<file path="config.mk">
export PLATFORM = sky130hd
export DESIGN_NAME = burst_read_seq
export DESIGN_NICKNAME = d
export VERILOG_FILES = /design/src/rtl/bseq_pkg.sv /design/src/rtl/bseq_cfg_latch.sv /design/src/rtl/bseq_timer.sv /design/src/rtl/bseq_cmd_out.sv /design/src/rtl/burst_read_seq.sv
export SDC_FILE = /design/constraint.sdc
export NUM_CORES = 1
export LEC_CHECK = 0
export ABC_CLOCK_PERIOD_IN_PS = 5300
export BUFFER_PORTS_ARGS = -buffer_cell sky130_fd_sc_hd__clkbuf_2
export CORE_AREA = 2 2 78 80
export CTS_CLUSTER_SIZE = 28
export DETAILED_ROUTE_END_ITERATION = 8
export DIE_AREA = 0 0 80 82
export PLACE_DENSITY = 0.86
export SETUP_SLACK_MARGIN = 0.4
export SLEW_MARGIN = 25
export SYNTH_ARGS = -nofsm -noshare
export SYNTH_HDL_FRONTEND = slang
export SYNTH_SLANG_ARGS = --single-unit
</file>
<file path="constraint.sdc">
create_clock -name clk -period 5.3 [get_ports clk]
set_input_delay 0.795 -clock clk [delete_from_list [all_inputs] [get_ports clk]]
set_output_delay 0.795 -clock clk [all_outputs]
set_load 0.03 [all_outputs]
</file>
<file path="src/rtl/bseq_pkg.sv">
`timescale 1ns/1ps
// bseq_pkg: shared types and constants of the burst read sequencer.
// Assumes a transfer is always four words and the read follows the
// activate by a fixed three cycles.
package bseq_pkg;

    typedef enum logic [1:0] {
        CMD_NOP = 2'b00,
        CMD_ACT = 2'b01,
        CMD_RD  = 2'b10
    } cmd_e;

    localparam int BEATS     = 4;
    localparam int BEAT_W    = $clog2(BEATS);
    localparam int RD_OFFSET = 3;
    localparam int MIN_LEAD  = RD_OFFSET + 2;

endpackage

</file>
<file path="src/rtl/bseq_cfg_latch.sv">
`timescale 1ns/1ps
// bseq_cfg_latch: samples the request address, mode and timing when a
// request is accepted, clamps the timing to legal values and holds all
// of it for the rest of the transfer.
// Assumes accept is high for exactly one cycle per transfer.
module bseq_cfg_latch
    import bseq_pkg::*;
#(
    parameter int ROW_W = 13,
    parameter int COL_W = 10,
    parameter int XW    = 4,
    parameter int YW    = 2
) (
    input  logic                   clk,
    input  logic                   rst_n,
    input  logic                   accept,
    input  logic [ROW_W+COL_W-1:0] req_addr,
    input  logic                   burst_en,
    input  logic [XW-1:0]          lead_cyc,
    input  logic [YW-1:0]          beat_cyc,
    output logic [ROW_W-1:0]       row_q,
    output logic [COL_W-1:0]       col_q,
    output logic                   burst_q,
    output logic [XW-1:0]          x_q,
    output logic [YW-1:0]          y_q
);

    localparam logic [XW-1:0] LEAD_FLOOR = XW'(MIN_LEAD);
    localparam logic [YW-1:0] BEAT_FLOOR = YW'(1);

    logic [XW-1:0] x_eff;
    logic [YW-1:0] y_eff;

    // Clamp requested timing into the supported range.
    always_comb begin
        x_eff = (lead_cyc < LEAD_FLOOR) ? LEAD_FLOOR : lead_cyc;
        y_eff = (beat_cyc == '0) ? BEAT_FLOOR : beat_cyc;
    end

    // Capture request fields on acceptance only.
    always_ff @(posedge clk) begin
        if (!rst_n) begin
            row_q   <= '0;
            col_q   <= '0;
            burst_q <= 1'b0;
            x_q     <= LEAD_FLOOR;
            y_q     <= BEAT_FLOOR;
        end else if (accept) begin
            row_q   <= req_addr[ROW_W+COL_W-1:COL_W];
            col_q   <= req_addr[COL_W-1:0];
            burst_q <= burst_en;
            x_q     <= x_eff;
            y_q     <= y_eff;
        end
    end

    AST_LEAD_FLOOR: assert property (@(posedge clk) disable iff (!rst_n)
        accept |=> (x_q >= LEAD_FLOOR) && (y_q != '0));
    AST_CFG_HELD: assert property (@(posedge clk) disable iff (!rst_n)
        !accept |=> $stable(x_q) && $stable(y_q) && $stable(burst_q) && $stable(col_q));

endmodule

</file>
<file path="src/rtl/bseq_timer.sv">
`timescale 1ns/1ps
// bseq_timer: cycle sequencer. A LEAD phase counts 1..lead and places
// the activate at count 1, the read at count 4 and a word at count lead.
// In burst mode the TAIL phase then spaces the later words beat cycles
// apart. In non-burst mode LEAD repeats once for every word.
// Assumes x_q >= 5 and y_q >= 1 (ensured by bseq_cfg_latch).
module bseq_timer
    import bseq_pkg::*;
#(
    parameter int XW = 4,
    parameter int YW = 2
) (
    input  logic              clk,
    input  logic              rst_n,
    input  logic              req,
    input  logic              burst_q,
    input  logic [XW-1:0]     x_q,
    input  logic [YW-1:0]     y_q,
    output logic              ack,
    output logic              busy,
    output logic              act_now,
    output logic              rd_now,
    output logic              beat_now,
    output logic [BEAT_W-1:0] beat_idx
);

    localparam logic [XW-1:0]     LEAD_ONE  = XW'(1);
    localparam logic [XW-1:0]     RD_SLOT   = XW'(RD_OFFSET + 1);
    localparam logic [YW-1:0]     GAP_ONE   = YW'(1);
    localparam logic [BEAT_W-1:0] LAST_BEAT = BEAT_W'(BEATS - 1);

    typedef enum logic [1:0] {S_IDLE, S_LEAD, S_TAIL} phase_e;

    phase_e            st;
    logic [XW-1:0]     tcnt;
    logic [YW-1:0]     gap;
    logic [BEAT_W-1:0] beat;
    logic              lead_end;
    logic              tail_end;

    // Decode the per-cycle events from the phase counters.
    always_comb begin
        lead_end = (st == S_LEAD) && (tcnt == x_q);
        tail_end = (st == S_TAIL) && (gap == y_q);
        ack      = req && (st == S_IDLE);
        busy     = (st != S_IDLE);
        act_now  = (st == S_LEAD) && (tcnt == LEAD_ONE);
        rd_now   = (st == S_LEAD) && (tcnt == RD_SLOT);
        beat_now = lead_end || tail_end;
        beat_idx = beat;
    end

    // Advance phase, lead counter, gap counter and word index.
    always_ff @(posedge clk) begin
        if (!rst_n) begin
            st   <= S_IDLE;
            tcnt <= '0;
            gap  <= '0;
            beat <= '0;
        end else begin
            case (st)
                S_IDLE: begin
                    if (req) begin
                        st   <= S_LEAD;
                        tcnt <= LEAD_ONE;
                        beat <= '0;
                    end
                end
                S_LEAD: begin
                    if (!lead_end) begin
                        tcnt <= tcnt + LEAD_ONE;
                    end else if (beat == LAST_BEAT) begin
                        st <= S_IDLE;
                    end else begin
                        beat <= beat + 1'b1;
                        if (burst_q) begin
                            st  <= S_TAIL;
                            gap <= GAP_ONE;
                        end else begin
                            tcnt <= LEAD_ONE;
                        end
                    end
                end
                S_TAIL: begin
                    if (!tail_end) begin
                        gap <= gap + GAP_ONE;
                    end else if (beat == LAST_BEAT) begin
                        st <= S_IDLE;
                    end else begin
                        beat <= beat + 1'b1;
                        gap  <= GAP_ONE;
                    end
                end
                default: st <= S_IDLE;
            endcase
        end
    end

    AST_LAST_WORD_ENDS: assert property (@(posedge clk) disable iff (!rst_n)
        (beat_now && beat_idx == LAST_BEAT) |=> !busy);
    AST_BURST_ONE_READ: assert property (@(posedge clk) disable iff (!rst_n)
        (rd_now && burst_q) |-> (beat_idx == '0));
    AST_ACCEPT_OPENS: assert property (@(posedge clk) disable iff (!rst_n)
        ack |=> act_now && busy);

endmodule

</file>
<file path="src/rtl/bseq_cmd_out.sv">
`timescale 1ns/1ps
// bseq_cmd_out: drives the command bus and the requester data port.
// It places the row on activate and the wrapped column of the current
// word on read, and passes memory data through only in word cycles.
// Assumes at most one of act_now and rd_now is high in any cycle.
module bseq_cmd_out
    import bseq_pkg::*;
#(
    parameter int ROW_W  = 13,
    parameter int COL_W  = 10,
    parameter int MA_W   = 13,
    parameter int DATA_W = 64
) (
    input  logic              clk,
    input  logic              rst_n,
    input  logic              act_now,
    input  logic              rd_now,
    input  logic              beat_now,
    input  logic [BEAT_W-1:0] beat_idx,
    input  logic [ROW_W-1:0]  row_q,
    input  logic [COL_W-1:0]  col_q,
    input  logic [DATA_W-1:0] mem_rdata,
    output cmd_e              cmd_r,
    output logic [MA_W-1:0]   mem_addr,
    output logic              rd_valid,
    output logic [DATA_W-1:0] rd_data
);

    logic [COL_W-1:0]  col_at;
    logic [BEAT_W-1:0] col_low;

    // Column of the current word, wrapping inside its aligned group.
    always_comb begin
        col_low = col_q[BEAT_W-1:0] + beat_idx;
        col_at  = {col_q[COL_W-1:BEAT_W], col_low};
    end

    // Select command and address; zero address with no-operation.
    always_comb begin
        cmd_r    = CMD_NOP;
        mem_addr = '0;
        if (act_now) begin
            cmd_r    = CMD_ACT;
            mem_addr = MA_W'(row_q);
        end else if (rd_now) begin
            cmd_r    = CMD_RD;
            mem_addr = MA_W'(col_at);
        end
    end

    // Gate memory data onto the requester port in word cycles only.
    always_comb begin
        rd_valid = beat_now;
        rd_data  = beat_now ? mem_rdata : '0;
    end

    AST_NOP_ADDR_ZERO: assert property (@(posedge clk) disable iff (!rst_n)
        (cmd_r == CMD_NOP) |-> (mem_addr == '0));
    AST_READ_AFTER_OPEN: assert property (@(posedge clk) disable iff (!rst_n)
        (cmd_r == CMD_RD) |-> ($past(cmd_r, 3) == CMD_ACT));

endmodule

</file>
<file path="src/rtl/burst_read_seq.sv">
`timescale 1ns/1ps
// burst_read_seq: top of the burst read sequencer. One accepted request
// produces an activate/read command sequence and four 64-bit words
// strobed to the requester, in burst or non-burst timing.
// Assumes the memory presents each word on mem_rdata in its word cycle.
module burst_read_seq
    import bseq_pkg::*;
#(
    parameter int ROW_W  = 13,
    parameter int COL_W  = 10,
    parameter int DATA_W = 64,
    parameter int XW     = 4,
    parameter int YW     = 2,
    localparam int ADDR_W = ROW_W + COL_W,
    localparam int MA_W   = (ROW_W > COL_W) ? ROW_W : COL_W
) (
    input  logic              clk,
    input  logic              rst_n,
    input  logic              req,
    input  logic [ADDR_W-1:0] req_addr,
    input  logic              burst_en,
    input  logic [XW-1:0]     lead_cyc,
    input  logic [YW-1:0]     beat_cyc,
    output logic              ack,
    output logic              busy,
    output logic [1:0]        cmd,
    output logic [MA_W-1:0]   mem_addr,
    input  logic [DATA_W-1:0] mem_rdata,
    output logic              rd_valid,
    output logic [DATA_W-1:0] rd_data
);

    logic [ROW_W-1:0]  row_q;
    logic [COL_W-1:0]  col_q;
    logic              burst_q;
    logic [XW-1:0]     x_q;
    logic [YW-1:0]     y_q;
    logic              act_now;
    logic              rd_now;
    logic              beat_now;
    logic [BEAT_W-1:0] beat_idx;
    cmd_e              cmd_r;

    bseq_cfg_latch #(.ROW_W(ROW_W), .COL_W(COL_W), .XW(XW), .YW(YW)) u_cfg (
        .clk(clk), .rst_n(rst_n), .accept(ack), .req_addr(req_addr),
        .burst_en(burst_en), .lead_cyc(lead_cyc), .beat_cyc(beat_cyc),
        .row_q(row_q), .col_q(col_q), .burst_q(burst_q), .x_q(x_q), .y_q(y_q)
    );

    bseq_timer #(.XW(XW), .YW(YW)) u_timer (
        .clk(clk), .rst_n(rst_n), .req(req), .burst_q(burst_q), .x_q(x_q),
        .y_q(y_q), .ack(ack), .busy(busy), .act_now(act_now), .rd_now(rd_now),
        .beat_now(beat_now), .beat_idx(beat_idx)
    );

    bseq_cmd_out #(.ROW_W(ROW_W), .COL_W(COL_W), .MA_W(MA_W), .DATA_W(DATA_W)) u_out (
        .clk(clk), .rst_n(rst_n), .act_now(act_now), .rd_now(rd_now),
        .beat_now(beat_now), .beat_idx(beat_idx), .row_q(row_q), .col_q(col_q),
        .mem_rdata(mem_rdata), .cmd_r(cmd_r), .mem_addr(mem_addr),
        .rd_valid(rd_valid), .rd_data(rd_data)
    );

    // Present the command enum on the plain port.
    assign cmd = cmd_r;

    AST_IDLE_QUIET: assert property (@(posedge clk) disable iff (!rst_n)
        !busy |-> (cmd == 2'b00) && !rd_valid);
    AST_BUSY_NO_ACK: assert property (@(posedge clk) disable iff (!rst_n)
        busy |-> !ack);
    AST_START_WITH_ACT: assert property (@(posedge clk) disable iff (!rst_n)
        ack |=> (cmd == 2'b01));
    AST_HELD_WHILE_BUSY: assert property (@(posedge clk) disable iff (!rst_n)
        ($past(busy) && busy) |-> $stable(burst_q) && $stable(row_q));

endmodule

</file>
### Yosys cells after proc, flatten, opt, wreduce, memory -nomap -nowiden

Cells that the tools add are included.

* register bits after elaboration: 40
* input bits: 97
* output and inout port bits: 82
* logic and storage cells: 77

* add/sub/neg operators: 4
* order comparisons: 1
* equality and inequality tests: 17
* muxes and demuxes: 30
* reductions and logical operators: 16

Operators by type and width (number)
* $mux 64: 1
* $mux 2: 18
* $mux 4: 5
* $mux 13: 1
* $ne 3x3->1 const B: 4
* $pmux 2 s3: 2
* $mux 10: 1
* $reduce_and 5->1: 2
* $ne 2x2->1 const B: 4
* $pmux 4 s2: 1
* $reduce_and 4->1: 2
* $reduce_bool 2->1: 3
* $logic_and 1x1->1: 5
* $add 2x1->2 const B: 2
* $add 4x1->4 const B: 1
* $eq 2x2->1 const B: 2
* $eq 4x1->1 const B: 1
* $eq 4x3->1 const B: 1
* $eq 4x4->1: 1
* $logic_not 2->1: 2
* $lt 4x3->1 const B: 1
* $ne 2x1->1 const B: 2
* $pmux 2 s2: 1
* $reduce_bool 3->1: 1
* 4 further kinds: 4

### Longest topological paths before layout

Gate-level depths: netlist of run 1.

* depth in word-level cells: 4
* mapped depth: 7

### Modules after synthesis

From an unflattened synthesis of run 1, not the netlist that was laid out.

* cells, all modules: 300
* area total of the unflattened synthesis: 2670.1 µm²

By module, submodules not included
* bseq_cfg_latch: times used 1, cells an instance 102, area each 1189.9 µm²
* bseq_timer: times used 1, cells an instance 103, area each 870.8 µm²
* bseq_cmd_out: times used 1, cells an instance 95, area each 609.3 µm²

### Least setup slack after synthesis of run 1

OpenSTA, ideal clock, no wires.

* path kind: register -> output
* start: register u_timer.st[1]
* end: output port mem_addr[4]
* arrival time: 2.019 ns
* required time: 4.505 ns
* path slack: 2.486 ns
* stages on the path, launching flop included: 8
* buffers on the path: 2
* cell sequence: dfxtp_1 -> inv_1 -> ha_1 -> clkbuf_1 -> inv_1 -> nor4b_1 -> buf_2 -> a22o_1

RTL lines
* from (decl): RTL line bseq_timer.sv:34 `phase_e st;`
* from (signal assigned): RTL line bseq_timer.sv:56 `st <= S_IDLE;`
* from (signal assigned): RTL line bseq_timer.sv:64 `st <= S_LEAD;`
* from (signal assigned): RTL line bseq_timer.sv:73 `st <= S_IDLE;`
* $eq 2x1->1: RTL line bseq_timer.sv:47 `act_now = (st == S_LEAD) && (tcnt == LEAD_ONE);`
* $logic_and 1x1->1: RTL line bseq_timer.sv:47
* net act_now: RTL line burst_read_seq.sv:38 `logic act_now;`
* $mux 13: RTL line bseq_cmd_out.sv:42 `if (act_now) begin`
* to (decl): RTL line burst_read_seq.sv:27 `output logic [MA_W-1:0] mem_addr,`

The timed path passes the listed nets, and every way through them passes these cells.

### Worst setup path in the final report of run 1

* start: register u_timer.tcnt[3]
* end: output port rd_data[48]

* cells in the longest elaborated chain, start to end: 4

RTL lines
* from (decl): RTL line bseq_timer.sv:35 `logic [XW-1:0] tcnt;`
* from (signal assigned): RTL line bseq_timer.sv:71 `tcnt <= tcnt + LEAD_ONE;`
* $eq 4x4->1: RTL line bseq_timer.sv:43 `lead_end = (st == S_LEAD) && (tcnt == x_q);`
* $logic_and 1x1->1: RTL line bseq_timer.sv:43
* $logic_or 1x1->1: RTL line bseq_timer.sv:49 `beat_now = lead_end || tail_end;`
* $mux 64: RTL line bseq_cmd_out.sv:54 `rd_data = beat_now ? mem_rdata : '0;`
* to (decl): RTL line burst_read_seq.sv:30 `output logic [DATA_W-1:0] rd_data`

No other way between the ends.

==> results of run 1 <==
==> placed cells by master (no fill, tap or decap), types with 3 or more instances in the layout <==
master and instances:
sky130_fd_sc_hd__a21oi_1 29, sky130_fd_sc_hd__a22o_1 10, sky130_fd_sc_hd__and2_1 3, sky130_fd_sc_hd__and2b_1 16
sky130_fd_sc_hd__buf_4 3, sky130_fd_sc_hd__clkbuf_2 178, sky130_fd_sc_hd__clkbuf_8 5, sky130_fd_sc_hd__dfxtp_1 40
sky130_fd_sc_hd__ha_1 12, sky130_fd_sc_hd__inv_1 10, sky130_fd_sc_hd__mux2i_1 6, sky130_fd_sc_hd__nand2_1 64
sky130_fd_sc_hd__nand3_1 4, sky130_fd_sc_hd__nor2_1 6, sky130_fd_sc_hd__nor2b_1 50, sky130_fd_sc_hd__nor3_1 4
sky130_fd_sc_hd__nor3b_1 3, sky130_fd_sc_hd__o21ai_0 5, sky130_fd_sc_hd__xor2_1 5
==> logic make-up (layout without fill, tap and decap cells) <==
kind of cell / count (synthesis) / after routing
AND/OR/NAND/NOR: 163 / 163
AO/OA/AOI/OAI: 59 / 59
flip-flops: 40 / 40
buffers and inverters: 35 / 200
adder cells (fa/ha/maj): 12 / 12
XOR/XNOR: 8 / 8
multiplexers: 6 / 6
==> cell type report <==
cell class	count	area (sq um)	share of cell area, %
Inverter	11	41.3	1.17
Multi-Input combinational cell	248	1590	45.1
Clock buffer	6	72.6	2.05
Sequential cell	40	801	22.7
Tap cell	75	93.8	2.66
Timing Repair Buffer	181	913	25.9
Clock inverter	2	16.3	0.461
==> how the worst max path moves through the flow <==
stage | from | cells past startpoint | to | slack [ns]
global route | u_timer.tcnt[3] | 6 | rd_data[48] | 1.72
detailed placement | req | 5 | ack | 2.27
floorplan | u_timer.st[1] | 7 | mem_addr[4] | 2.49
finish | u_timer.tcnt[3] | 6 | rd_data[48] | 1.97
CTS | u_timer.tcnt[3] | 6 | rd_data[48] | 1.99
global placement | u_timer.st[1] | 6 | mem_addr[1] | 2.15
==> per-layer routing <==
| metal | vias to the layer above | track usage, % | part of all wire, % |
|---|---|---|---|
| met5 | - | 0 | 0 |
| met4 | 0 | 6.95 | 1.4 |
| met3 | 8 | 4.84 | 8.2 |
| met2 | 117 | 40.2 | 50 |
| met1 | 1238 | 26.9 | 40 |
| li1 | 1390 | - | - |
==> registers in the layout (all words and copies together), names as in the netlist <==
signal            count
u_cfg.x_q             4
u_cfg.burst_q         1
u_timer.tcnt          4
u_timer.beat_idx      2
u_cfg.col_q          10
u_timer.st            2
u_timer.gap           2
u_cfg.y_q             2
u_cfg.row_q          13
==> worst min-delay path: cells and delay by family (launching register included) <==
family | cells | cell delay (ns)
flops | 1 | 0.32
simple gates | 1 | 0.05
compound gates | 1 | 0.05
==> through the flow <==
stage | worst slack (ns) | instances | cell area, sq um | util [%] | hold WS (ns)
detailed placement | 2.27 | 555 | 3440 | 59.9 | 0.446
CTS | 1.99 | 563 | 3530 | 61.5 | 0.459
global placement | 2.15 | 555 | 3430 | 59.8 | 0.437
floorplan | 2.49 | 323 | 2530 | - | 0.432
finish | 1.97 | 563 | 3530 | 61.5 | 0.458
global route | 1.72 | 563 | 3530 | 61.5 | 0.479
==> power by group <==
group / total, W / internal, W / switching (W) / leakage, nW
Combinational: 0.000471 / 0.000179 / 0.000292 / 1.45
Clock: 0.000205 / 0.0000936 / 0.000111 / 0.0414
Sequential: 0.000389 / 0.000350 / 0.0000384 / 0.328
==> metrics.txt, run 1 <==
# TYPE chip_impl_metric gauge
chip_impl_metric{name="clk_latency",unit="ns"} 0.30
chip_impl_info{name="crit_path_cell_trace",value="xor2_2 > nor4_1 > a22oi_2 > buf_4 > and2b_1 > clkbuf_2"} 1
chip_impl_info{name="dominant_combinational_cell_family_by_area_after_synthesis",value="simple AND/OR/NAND/NOR gates"} 1
chip_impl_metric{name="maximum_single_stage_delay_on_the_critical_path",unit="ns"} 0.59
chip_impl_info{name="synthMostInstantiatedCell",value="sky130_fd_sc_hd__nand2_1"} 1
chip_impl_info{name="synth.largest_area_cell",value="sky130_fd_sc_hd__dfxtp_1"} 1
chip_impl_metric{name="max-clock-path-buffers",unit=""} 2
chip_impl_metric{name="grtUsageTotal",unit="%"} 22.5
chip_impl_metric{name="hold-path-cell-count",unit=""} 2
chip_impl_metric{name="globalplace.congestion",unit=""} 0.873
chip_impl_metric{name="drv_cap",unit=""} 0
chip_impl_metric{name="final.setup.tns",unit="ns"} 0
chip_impl_metric{name="io_buffer_count",unit=""} 178
chip_impl_metric{name="clock_tree.htree_level_count",unit=""} 2
chip_impl_metric{name="power_leakage",unit="nW"} 1.82
chip_impl_metric{name="post-cts-setup-buffer-count",unit=""} 0
chip_impl_info{name="worst-setup-path-type",value="flip-flop to primary output"} 1
chip_impl_metric{name="pin_count",unit=""} 179
chip_impl_metric{name="wl",unit="mm"} 7.86
chip_impl_metric{name="antenna_cells_inserted",unit=""} 0
chip_impl_metric{name="synth_seq_area_share",unit="%"} 31.7
chip_impl_metric{name="worst-r2r-setup-slack",unit="ns"} 3.09
chip_impl_metric{name="grt_overflow",unit=""} 0
chip_impl_metric{name="cellPowerDensity",unit="nW/um^2"} 302
chip_impl_info{name="synthTopCellsByArea",value="sky130_fd_sc_hd__dfxtp_1, sky130_fd_sc_hd__nor2b_1, sky130_fd_sc_hd__nand2_1, sky130_fd_sc_hd__ha_1, sky130_fd_sc_hd__a21oi_1"} 1
chip_impl_metric{name="cts.clk_slew.worst_paths",unit="ns"} 0.08
chip_impl_metric{name="cts.hold.buffers_added",unit=""} 0
chip_impl_metric{name="antenna_found_initial",unit=""} 0
chip_impl_info{name="clockRootBuffer",value="sky130_fd_sc_hd__clkbuf_8"} 1
chip_impl_metric{name="yosysUniqueCellTypes",unit=""} 42
chip_impl_metric{name="post_cts_resized",unit=""} 0
chip_impl_info{name="cts_tree",value="done"} 1
chip_impl_info{name="ys.flop_type",value="sky130_fd_sc_hd__dfxtp_1"} 1
chip_impl_info{name="hp-start",value="u_cfg.col_q[4]"} 1
chip_impl_info{name="end_kind",value="primary output"} 1
chip_impl_info{name="rsz0062_at_grt",value="no"} 1
chip_impl_metric{name="synth-simple-area-share",unit="%"} 34.4
chip_impl_info{name="worstHoldPathType",value="flip-flop to flip-flop"} 1
chip_impl_metric{name="initial_standard_cell_utilization_of_the_core",unit="%"} 44.0
chip_impl_metric{name="synth-compound-area-share",unit="%"} 16.4
chip_impl_metric{name="final_antenna_violating_net_count",unit=""} 0
chip_impl_metric{name="post_synth_mux_area_share",unit="%"} 2.38
chip_impl_metric{name="avgViaCountPerCell",unit=""} 4.89
chip_impl_metric{name="tritoncts.num_buffers",unit=""} 5
chip_impl_metric{name="clk_sink_count",unit=""} 40
chip_impl_info{name="timing.rr.end",value="u_cfg.x_q[1]"} 1
chip_impl_metric{name="power.ir.vdd_worst",unit="mV"} 0.231
chip_impl_metric{name="fp.dieH",unit="microns"} 82
chip_impl_metric{name="ys.warnings.count",unit=""} 0
chip_impl_metric{name="synth_top_area_share",unit="%"} 31.7
chip_impl_metric{name="synth-edff-count",unit=""} 0
chip_impl_metric{name="syn-cell-area",unit="sq um"} 2530
chip_impl_metric{name="syn_inst",unit=""} 323
chip_impl_metric{name="grt_first_pass_wirelength",unit="mm"} 11.4
chip_impl_metric{name="rr_worst_depth",unit=""} 7
chip_impl_metric{name="drc",unit=""} 0
chip_impl_info{name="outcome",value="finished, final reports clean"} 1
chip_impl_metric{name="route.vias.total",unit=""} 2753
chip_impl_info{name="setup.worst_path.start_class",value="flip-flop"} 1
chip_impl_metric{name="timing.slew.headroom",unit="%"} 40.9
chip_impl_metric{name="finalCriticalPeriod",unit="ns"} 3.33
chip_impl_info{name="family_with_the_most_delay_on_the_worst_path",value="simple AND/OR/NAND/NOR gates"} 1
chip_impl_metric{name="timing_max_transition_violations_final",unit=""} 0
chip_impl_metric{name="ys_ff_latch",unit=""} 40
chip_impl_info{name="ys_top_cells_by_count",value="sky130_fd_sc_hd__nand2_1, sky130_fd_sc_hd__nor2b_1, sky130_fd_sc_hd__dfxtp_1, sky130_fd_sc_hd__a21oi_1, sky130_fd_sc_hd__clkbuf_1"} 1
chip_impl_metric{name="fillers",unit=""} 508
chip_impl_info{name="hold_end",value="u_cfg.col_q[4]"} 1
chip_impl_metric{name="hold_violations",unit=""} 0
chip_impl_metric{name="critPathRequiredTime",unit="ns"} 4.51
chip_impl_metric{name="report.final.setup_viol",unit=""} 0
chip_impl_metric{name="die_w",unit="microns"} 80
chip_impl_metric{name="fp.coreArea",unit="sq um"} 5750
chip_impl_metric{name="detailedRoute.firstIterationViolations",unit=""} 164
chip_impl_metric{name="syn_avg_cell_area",unit="sq um"} 7.83
chip_impl_metric{name="flow.area_growth_from_synthesis",unit="%"} 39.7
chip_impl_metric{name="synthArstFlopShare",unit="%"} 0
chip_impl_metric{name="synth.net_count",unit=""} 432
chip_impl_metric{name="critical_path.max_fanout",unit=""} 64
chip_impl_metric{name="fp.dieArea",unit="sq um"} 6560
chip_impl_metric{name="post_layout_power",unit="W"} 0.00107
chip_impl_metric{name="drive_above_1_share",unit="%"} 40.6
chip_impl_info{name="critical_path.slowest_cell",value="sky130_fd_sc_hd__nor4_1"} 1
chip_impl_metric{name="critical_path_buf_inv_count",unit=""} 2
chip_impl_metric{name="maximum_number_of_pins_on_one_net_before_global_route_repair",unit=""} 65
chip_impl_metric{name="nets",unit=""} 596
chip_impl_metric{name="critical_path_arrival",unit="ns"} 2.53
chip_impl_metric{name="fin_crit_sh",unit="%"} 62.8
chip_impl_metric{name="placement_rows",unit=""} 28
chip_impl_metric{name="wl_per_cell",unit="microns"} 14.0
chip_impl_metric{name="grt_pass1_vias",unit=""} 2436
chip_impl_metric{name="place_hpwl",unit="mm"} 6.22
chip_impl_metric{name="parity_gate_share_of_the_synthesized_area_counting_xor_and_xnor_cells",unit="%"} 3.07
chip_impl_metric{name="clock.fmax",unit="MHz"} 300
chip_impl_info{name="crit-reg2reg-launch",value="u_timer.st[0]"} 1
chip_impl_metric{name="drt_first_pass_iters",unit=""} 4
chip_impl_metric{name="clock-skew-final",unit="ns"} 0.00717
chip_impl_metric{name="post_synth_fa_ha_maj_area_fraction",unit="%"} 5.94
chip_impl_metric{name="worst_pin_slew",unit="ns"} 0.882
Power figures use the tool's default switching activity.
==> run 2, diff against run 1 <==
- ABC_CLOCK_PERIOD_IN_PS: 5300 -> 3100
- CORE_AREA: 2 2 78 80 -> 2 2 82 84
- DIE_AREA: 0 0 80 82 -> 0 0 84 86
- PLACE_DENSITY: 0.86 -> 0.79
- clock period: 5.3 -> 3.1 ns (I/O delays scaled with it)
==> run 2 against run 1 <==
Register-to-register slack worse by 2.1 ns. Non-clock buffer count up 2. Via count up 3.3%.
==> metrics.txt, run 2 (synthesized netlist as in run 1, its figures left out) <==
# TYPE chip_impl_metric gauge
chip_impl_info{name="end_kind",value="primary output"} 1
chip_impl_metric{name="cts.clk_slew.worst_paths",unit="ns"} 0.07
chip_impl_info{name="outcome",value="finished, final reports clean"} 1
chip_impl_metric{name="route.vias.total",unit=""} 2845
chip_impl_info{name="clockRootBuffer",value="sky130_fd_sc_hd__clkbuf_8"} 1
chip_impl_metric{name="finalCriticalPeriod",unit="ns"} 2.57
chip_impl_metric{name="max-clock-path-buffers",unit=""} 2
chip_impl_metric{name="critical_path_arrival",unit="ns"} 2.11
chip_impl_info{name="setup.worst_path.start_class",value="flip-flop"} 1
chip_impl_metric{name="globalplace.congestion",unit=""} 0.903
chip_impl_info{name="worst-setup-path-type",value="flip-flop to primary output"} 1
chip_impl_metric{name="detailedRoute.firstIterationViolations",unit=""} 157
chip_impl_metric{name="power_leakage",unit="nW"} 1.83
chip_impl_metric{name="critPathRequiredTime",unit="ns"} 2.63
chip_impl_metric{name="nets",unit=""} 598
chip_impl_metric{name="maximum_number_of_pins_on_one_net_before_global_route_repair",unit=""} 66
chip_impl_metric{name="fillers",unit=""} 603
chip_impl_info{name="reg.largest.list",value="u_cfg.row_q x13, u_cfg.col_q x10"} 1
chip_impl_metric{name="drt_first_pass_iters",unit=""} 4
chip_impl_metric{name="clock.fmax",unit="MHz"} 388
chip_impl_metric{name="cellPowerDensity",unit="nW/um^2"} 509
chip_impl_metric{name="maximum_single_stage_delay_on_the_critical_path",unit="ns"} 0.44
chip_impl_metric{name="hold_violations",unit=""} 0
chip_impl_metric{name="clk_latency",unit="ns"} 0.29
chip_impl_metric{name="final.setup.tns",unit="ns"} 0
chip_impl_metric{name="post-cts-setup-buffer-count",unit=""} 0
chip_impl_metric{name="final_antenna_violating_net_count",unit=""} 0
chip_impl_metric{name="fp.dieH",unit="microns"} 86
chip_impl_metric{name="rr_worst_depth",unit=""} 4
chip_impl_info{name="layout.cells.most_common",value="sky130_fd_sc_hd__clkbuf_2"} 1
chip_impl_metric{name="timing_max_transition_violations_final",unit=""} 0
chip_impl_info{name="family_with_the_most_delay_on_the_worst_path",value="simple AND/OR/NAND/NOR gates"} 1
chip_impl_metric{name="tritoncts.num_buffers",unit=""} 5
chip_impl_metric{name="drive_above_1_share",unit="%"} 41.3
chip_impl_metric{name="fin_crit_sh",unit="%"} 83.0
chip_impl_info{name="hold_end",value="u_cfg.col_q[5]"} 1
chip_impl_info{name="critical_path.slowest_cell",value="sky130_fd_sc_hd__dfxtp_1"} 1
chip_impl_metric{name="worst-r2r-setup-slack",unit="ns"} 0.97
chip_impl_metric{name="io_buffer_count",unit=""} 178
chip_impl_info{name="rsz0062_at_grt",value="yes"} 1
chip_impl_metric{name="switchingPower",unit="W"} 0.000748
chip_impl_metric{name="power.sequential.fraction",unit="%"} 36.5
chip_impl_metric{name="grt_first_pass_wirelength",unit="mm"} 13.4
chip_impl_metric{name="fp.coreArea",unit="sq um"} 6280
chip_impl_metric{name="clock_tree.htree_level_count",unit=""} 2
chip_impl_metric{name="wl_per_cell",unit="microns"} 15.4
chip_impl_metric{name="clock-skew-final",unit="ns"} 0.00320
chip_impl_metric{name="power.ir.vdd_worst",unit="mV"} 0.451
chip_impl_metric{name="antenna_found_initial",unit=""} 0
chip_impl_info{name="hp-start",value="req_addr[5]"} 1
chip_impl_metric{name="combinationalPowerShare",unit="%"} 45.4
chip_impl_info{name="cts_tree",value="done"} 1
chip_impl_info{name="final_cell_mix",value="sky130_fd_sc_hd__clkbuf_2, sky130_fd_sc_hd__nand2_1, sky130_fd_sc_hd__nor2b_1"} 1
chip_impl_metric{name="drv_cap",unit=""} 0
chip_impl_metric{name="fp.dieArea",unit="sq um"} 7220
chip_impl_metric{name="grt_pass1_vias",unit=""} 2613
chip_impl_metric{name="grtUsageTotal",unit="%"} 23.5
chip_impl_metric{name="report.final.setup_viol",unit=""} 0
chip_impl_metric{name="power.share.clock",unit="%"} 18.1
chip_impl_metric{name="critical_path_buf_inv_count",unit=""} 2
chip_impl_metric{name="placedCellCount",unit=""} 559
chip_impl_metric{name="antenna_cells_inserted",unit=""} 0
chip_impl_metric{name="placement_rows",unit=""} 29
chip_impl_metric{name="critical_path.max_fanout",unit=""} 65
chip_impl_metric{name="pin_count",unit=""} 179
chip_impl_metric{name="grt_overflow",unit=""} 0
chip_impl_metric{name="die_w",unit="microns"} 84
chip_impl_metric{name="place_hpwl",unit="mm"} 6.91
chip_impl_metric{name="drc",unit=""} 0
chip_impl_info{name="largest_register",value="u_cfg.row_q"} 1
chip_impl_metric{name="avgViaCountPerCell",unit=""} 5.03
chip_impl_metric{name="worst_pin_slew",unit="ns"} 0.886
chip_impl_info{name="crit_path_cell_trace",value="xor2_1 > nor4_4 > a22oi_2 > buf_12 > and2b_1 > clkbuf_2"} 1
chip_impl_metric{name="flow.area_growth_from_synthesis",unit="%"} 41.1
chip_impl_metric{name="timing.slew.headroom",unit="%"} 40.5
chip_impl_info{name="crit-reg2reg-launch",value="u_timer.tcnt[1]"} 1
chip_impl_metric{name="clk_sink_count",unit=""} 40
chip_impl_metric{name="largest_register_ff_count",unit=""} 13
chip_impl_metric{name="wl",unit="mm"} 8.73
chip_impl_metric{name="hold-path-cell-count",unit=""} 3
chip_impl_info{name="timing.rr.end",value="u_timer.gap[0]"} 1
chip_impl_metric{name="internal_power",unit="W"} 0.00107
chip_impl_metric{name="initial_standard_cell_utilization_of_the_core",unit="%"} 40.3
chip_impl_info{name="worstHoldPathType",value="input pin to flip-flop"} 1
chip_impl_metric{name="switching_share",unit="%"} 41.2
chip_impl_metric{name="final-instance-count-excl-fill",unit=""} 566
run 2: worst max path at each step:
stage / startpoint / end / slack [ns] / cells after the start
final: u_timer.tcnt[1] / rd_data[20] / 0.53 / 6
after global routing: u_timer.st[1] / mem_addr[3] / 0.40 / 7
after CTS: u_timer.tcnt[3] / rd_data[20] / 0.44 / 6
after detailed placement: u_timer.tcnt[3] / rd_data[20] / 0.49 / 6
after global placement: u_timer.tcnt[3] / rd_data[48] / 0.60 / 6
after floorplan: u_timer.st[1] / mem_addr[4] / 0.62 / 7
run 2: power by group through the flow:
stage / Clock (W) / Sequential, W / Combinational, W
3_3_place_gp: 0 / 0.000667 / 0.000792
6_report: 0.000329 / 0.000662 / 0.000824
3_5_place_dp: 0 / 0.000672 / 0.000808
4_1_cts: 0.000339 / 0.000661 / 0.000814
2_1_floorplan: 0 / 0.000657 / 0.000602
5_1_grt: 0.000356 / 0.000674 / 0.000905
run 2: area by class of cell:
cell class / instances / area, sq um / share of cell area [%]
clock buffer: 6 / 72.6 / 2.03
clock inverter: 1 / 5.00 / 0.140
inverter: 11 / 41.3 / 1.16
multi-input combinational: 248 / 1610 / 45.1
sequential: 40 / 801 / 22.4
tap: 77 / 96.3 / 2.70
timing repair buffer: 183 / 941 / 26.4
run 2: what timing repair did:
action / in CTS / in global routing
hold buffers: 0 / 0
endpoints found under the setup margin: 65 / 77
resized for setup: 2 / 6
run 2: stage by stage:
stage          hold slack [ns]  power [W]  cell area (sq um)  util [%]  setup slack, ns
4_1_cts                  0.376    0.00181               3540      56.4            0.443
6_report                 0.384    0.00181               3570      56.8            0.526
2_1_floorplan            0.432    0.00126               2530         -            0.616
5_1_grt                  0.385    0.00193               3570      56.8            0.396
3_3_place_gp             0.438    0.00146               3450      55.0            0.598
3_5_place_dp             0.447    0.00148               3450      55.0            0.487
run 2: tightest hold or removal path, delay by kind of cell:
family          cells  cell delay [ns]
buf+inv             1             0.08
compound gates      1             0.05
simple gates        1             0.04
run 2: layer usage:
| layer | up-vias | track usage, % | wire length, microns |
|---|---|---|---|
| li1 | 1391 | - | - |
| met1 | 1294 | 29.1 | 3550 |
| met2 | 148 | 40.0 | 4260 |
| met3 | 12 | 6.35 | 751 |
| met4 | 0 | 7.18 | 166 |
| met5 | - | 0 | 0 |
==> run 3, diff against run 2 <==
- ABC_CLOCK_PERIOD_IN_PS: 3100 -> 2490
- clock period: 3.1 -> 2.49 ns (I/O delays scaled with it)
==> run 3 against run 2 <==
Flip-flop and latch count did not move. Die area did not move. Clock-buffer cell count did not move. Highest routed layer unchanged. Critical endpoint is now rd_data[1]. Worst hold slack got worse by 0.098 ns.
==> metrics.txt, run 3 (synthesized netlist as in run 1, its figures left out) <==
# TYPE chip_impl_metric gauge
chip_impl_metric{name="cellPowerDensity",unit="nW/um^2"} 550
chip_impl_metric{name="power.sequential.fraction",unit="%"} 32.6
chip_impl_metric{name="globalRouteMet2Util",unit="%"} 49.0
chip_impl_metric{name="grt_first_pass_wirelength",unit="mm"} 15.6
chip_impl_metric{name="power_leakage",unit="nW"} 2.27
chip_impl_metric{name="critical_path_arrival",unit="ns"} 1.99
chip_impl_metric{name="largest_register_ff_count",unit=""} 13
chip_impl_metric{name="power.share.clock",unit="%"} 16.8
chip_impl_metric{name="maximum_number_of_pins_on_one_net_before_global_route_repair",unit=""} 34
chip_impl_metric{name="fp.dieH",unit="microns"} 86
chip_impl_info{name="critical_path.slowest_cell",value="sky130_fd_sc_hd__dfxtp_2"} 1
chip_impl_info{name="rsz0062_at_grt",value="yes"} 1
chip_impl_metric{name="clock-skew-final",unit="ns"} 0.00574
chip_impl_metric{name="critical_path.max_fanout",unit=""} 8
chip_impl_metric{name="antenna_cells_inserted",unit=""} 0
chip_impl_metric{name="switchingPower",unit="W"} 0.00107
chip_impl_metric{name="place_hpwl",unit="mm"} 7.26
chip_impl_metric{name="wl_per_cell",unit="microns"} 18.9
chip_impl_info{name="worstHoldPathType",value="input pin to flip-flop"} 1
chip_impl_metric{name="grtUsageTotal",unit="%"} 27.9
chip_impl_metric{name="avgViaCountPerCell",unit=""} 5.09
chip_impl_metric{name="cts.clk_slew.worst_paths",unit="ns"} 0.08
chip_impl_metric{name="slack_of_the_critical_path",unit="ns"} 0.127
chip_impl_metric{name="drive_above_1_share",unit="%"} 60.6
chip_impl_metric{name="max-clock-path-buffers",unit=""} 2
chip_impl_metric{name="drc",unit=""} 0
chip_impl_metric{name="power.ir.vdd_worst",unit="mV"} 0.488
chip_impl_metric{name="dp_slack",unit="ns"} 0.265
chip_impl_metric{name="post_layout_power",unit="W"} 0.00262
chip_impl_metric{name="timing.slew.headroom",unit="%"} 63.8
chip_impl_metric{name="placement_rows",unit=""} 29
chip_impl_metric{name="grtUsageMet1",unit="%"} 29.6
chip_impl_info{name="cts_tree",value="done"} 1
chip_impl_metric{name="globalplace.congestion",unit=""} 0.898
chip_impl_info{name="hp-start",value="req_addr[5]"} 1
chip_impl_metric{name="timing_max_transition_violations_final",unit=""} 0
chip_impl_metric{name="clock_tree.htree_level_count",unit=""} 2
chip_impl_metric{name="wl",unit="mm"} 11.0
chip_impl_metric{name="drv_cap",unit=""} 0
chip_impl_metric{name="critPathRequiredTime",unit="ns"} 2.12
chip_impl_metric{name="placedCellCount",unit=""} 563
chip_impl_metric{name="internal_power",unit="W"} 0.00154
chip_impl_info{name="layout.cells.most_common",value="sky130_fd_sc_hd__clkbuf_2"} 1
chip_impl_info{name="top_usage_layer",value="met2"} 1
chip_impl_info{name="timing.rr.end",value="u_timer.gap[0]"} 1
chip_impl_metric{name="nets",unit=""} 616
chip_impl_metric{name="clock.fmax",unit="MHz"} 423
chip_impl_metric{name="clk_latency",unit="ns"} 0.30
chip_impl_info{name="final_cell_mix",value="sky130_fd_sc_hd__clkbuf_2, sky130_fd_sc_hd__nand2_1, sky130_fd_sc_hd__nor2b_4, sky130_fd_sc_hd__a21oi_1, sky130_fd_sc_hd__buf_8"} 1
chip_impl_metric{name="grt_overflow",unit=""} 0
chip_impl_metric{name="flow.area_growth_from_synthesis",unit="%"} 88.1
chip_impl_metric{name="fin_crit_sh",unit="%"} 94.9
chip_impl_metric{name="route.vias.total",unit=""} 2980
chip_impl_metric{name="tritoncts.num_buffers",unit=""} 5
chip_impl_metric{name="multiInputGateArea",unit="sq um"} 1980
chip_impl_metric{name="detailedRoute.firstIterationViolations",unit=""} 107
chip_impl_metric{name="grt_pass1_vias",unit=""} 2958
chip_impl_metric{name="layout.area.seq",unit="sq um"} 826
chip_impl_info{name="crit_path_cell_trace",value="xor2_2 > nor4_2 > a22oi_2 > buf_6 > buf_16 > nor2b_1 > buf_4"} 1
chip_impl_info{name="worst-setup-path-type",value="flip-flop to primary output"} 1
chip_impl_info{name="end_kind",value="primary output"} 1
chip_impl_metric{name="finalCriticalPeriod",unit="ns"} 2.36
chip_impl_metric{name="finish.instance_area",unit="sq um"} 4760
chip_impl_metric{name="initial_standard_cell_utilization_of_the_core",unit="%"} 40.3
chip_impl_metric{name="report.final.setup_viol",unit=""} 0
chip_impl_metric{name="final_antenna_violating_net_count",unit=""} 0
chip_impl_metric{name="worst_pin_slew",unit="ns"} 0.543
chip_impl_metric{name="switching_share",unit="%"} 41.0
chip_impl_metric{name="final.setup.tns",unit="ns"} 0
chip_impl_metric{name="worst-r2r-setup-slack",unit="ns"} 0.49
chip_impl_metric{name="die_w",unit="microns"} 84
chip_impl_metric{name="pin_count",unit=""} 179
chip_impl_metric{name="groute.layer.met3.usage",unit="%"} 8.85
chip_impl_info{name="crit-reg2reg-launch",value="u_timer.tcnt[0]"} 1
chip_impl_metric{name="hold_violations",unit=""} 0
chip_impl_metric{name="maximum_single_stage_delay_on_the_critical_path",unit="ns"} 0.35
chip_impl_metric{name="drt_first_pass_iters",unit=""} 4
chip_impl_metric{name="final-instance-count-excl-fill",unit=""} 585
chip_impl_metric{name="dpl-instance-area",unit="sq um"} 3630
chip_impl_metric{name="combinationalPowerShare",unit="%"} 50.6
chip_impl_info{name="reg.largest.list",value="u_cfg.row_q x13, u_cfg.col_q x10"} 1
chip_impl_metric{name="fp.dieArea",unit="sq um"} 7220
chip_impl_metric{name="cts.hold.buffers_added",unit=""} 0
chip_impl_metric{name="antenna_found_initial",unit=""} 0
chip_impl_info{name="outcome",value="finished, final reports clean"} 1
chip_impl_metric{name="clk_sink_count",unit=""} 40
chip_impl_metric{name="fp.coreArea",unit="sq um"} 6280
chip_impl_info{name="clockRootBuffer",value="sky130_fd_sc_hd__clkbuf_8"} 1
chip_impl_metric{name="fillers",unit=""} 414
chip_impl_metric{name="io_buffer_count",unit=""} 178
chip_impl_metric{name="rr_worst_depth",unit=""} 4
chip_impl_info{name="setup.worst_path.start_class",value="flip-flop"} 1
chip_impl_info{name="largest_register",value="u_cfg.row_q"} 1
chip_impl_info{name="hold_end",value="u_cfg.col_q[5]"} 1
chip_impl_metric{name="hold-path-cell-count",unit=""} 3
[run 3: cell count changes in the layout (fill, tap and decap cells not counted), moves of 7 or more]
| cell | change |
|---|---|
| sky130_fd_sc_hd__a22o_1 | -8 |
| sky130_fd_sc_hd__and2b_1 | -15 |
| sky130_fd_sc_hd__and2b_2 | +15 |
| sky130_fd_sc_hd__buf_4 | +15 |
| sky130_fd_sc_hd__buf_6 | +7 |
| sky130_fd_sc_hd__buf_8 | +29 |
| sky130_fd_sc_hd__clkbuf_2 | -66 |
| sky130_fd_sc_hd__clkbuf_8 | +23 |
| sky130_fd_sc_hd__dfxtp_1 | -12 |
| sky130_fd_sc_hd__dfxtp_2 | +8 |
| sky130_fd_sc_hd__nor2b_1 | -38 |
| sky130_fd_sc_hd__nor2b_2 | +9 |
| sky130_fd_sc_hd__nor2b_4 | +29 |
[run 3: worst max-delay path by stage]
stage,startpoint,end,slack (ns),cells after the start
detailed placement,u_timer.tcnt[2],rd_data[36],0.26,6
finish,u_cfg.x_q[2],rd_data[1],0.13,7
global placement,u_timer.tcnt[2],rd_data[20],0.33,6
CTS,u_timer.tcnt[1],rd_data[15],0.14,7
global route,u_cfg.x_q[2],rd_data[1],0.07,7
floorplan,u_timer.st[1],mem_addr[2],0.40,7
[run 3: per-layer routing]
metal	up-vias	part of all wire [%]
met1	1378	35
li1	1426	-
met3	30	9.0
met2	146	51
met5	-	0
met4	0	4.7
[run 3: power by group through the flow]
stage / clock network [W] / logic, W / registers [W]
after floorplan: 0 / 0.000784 / 0.000818
after global placement: 0 / 0.00103 / 0.000832
after detailed placement: 0 / 0.00105 / 0.000839
after CTS: 0.000440 / 0.00125 / 0.000839
after global routing: 0.000466 / 0.00142 / 0.000865
final: 0.000440 / 0.00132 / 0.000852
[run 3: cell type report]
cell class	count	share of cell area, %
Multi-Input combinational cell	248	41.7
Clock buffer	6	1.53
Tap cell	77	2.03
Inverter	11	1.08
Sequential cell	40	17.4
Timing Repair Buffer	201	35.9
Clock inverter	2	0.342
[run 3: timing repair]
item                                    in CTS  in global routing
pin swaps                                    8                  4
endpoints found under the setup margin      81                 81
resized for setup                          177                 72
gates cloned                                 5                  1
buffers inserted                             7                  1
[run 3: through the flow]
step | hold slack, ns | util [%]
final | 0.285 | 75.8
after global placement | 0.438 | 57.8
after CTS | 0.281 | 73.2
after global routing | 0.291 | 75.8
after detailed placement | 0.448 | 57.8
after floorplan | 0.432 | -
[run 3: critical path: cells and delay by family (launching register included)]
| kind | cells | cell delay (ns) |
|---|---|---|
| AOI/OAI and AO/OA | 1 | 0.17 |
| xor gates and xnor gates | 1 | 0.18 |
| buffers and inverters | 3 | 0.52 |
| DFF | 1 | 0.35 |
| and+or+nand+nor | 2 | 0.47 |
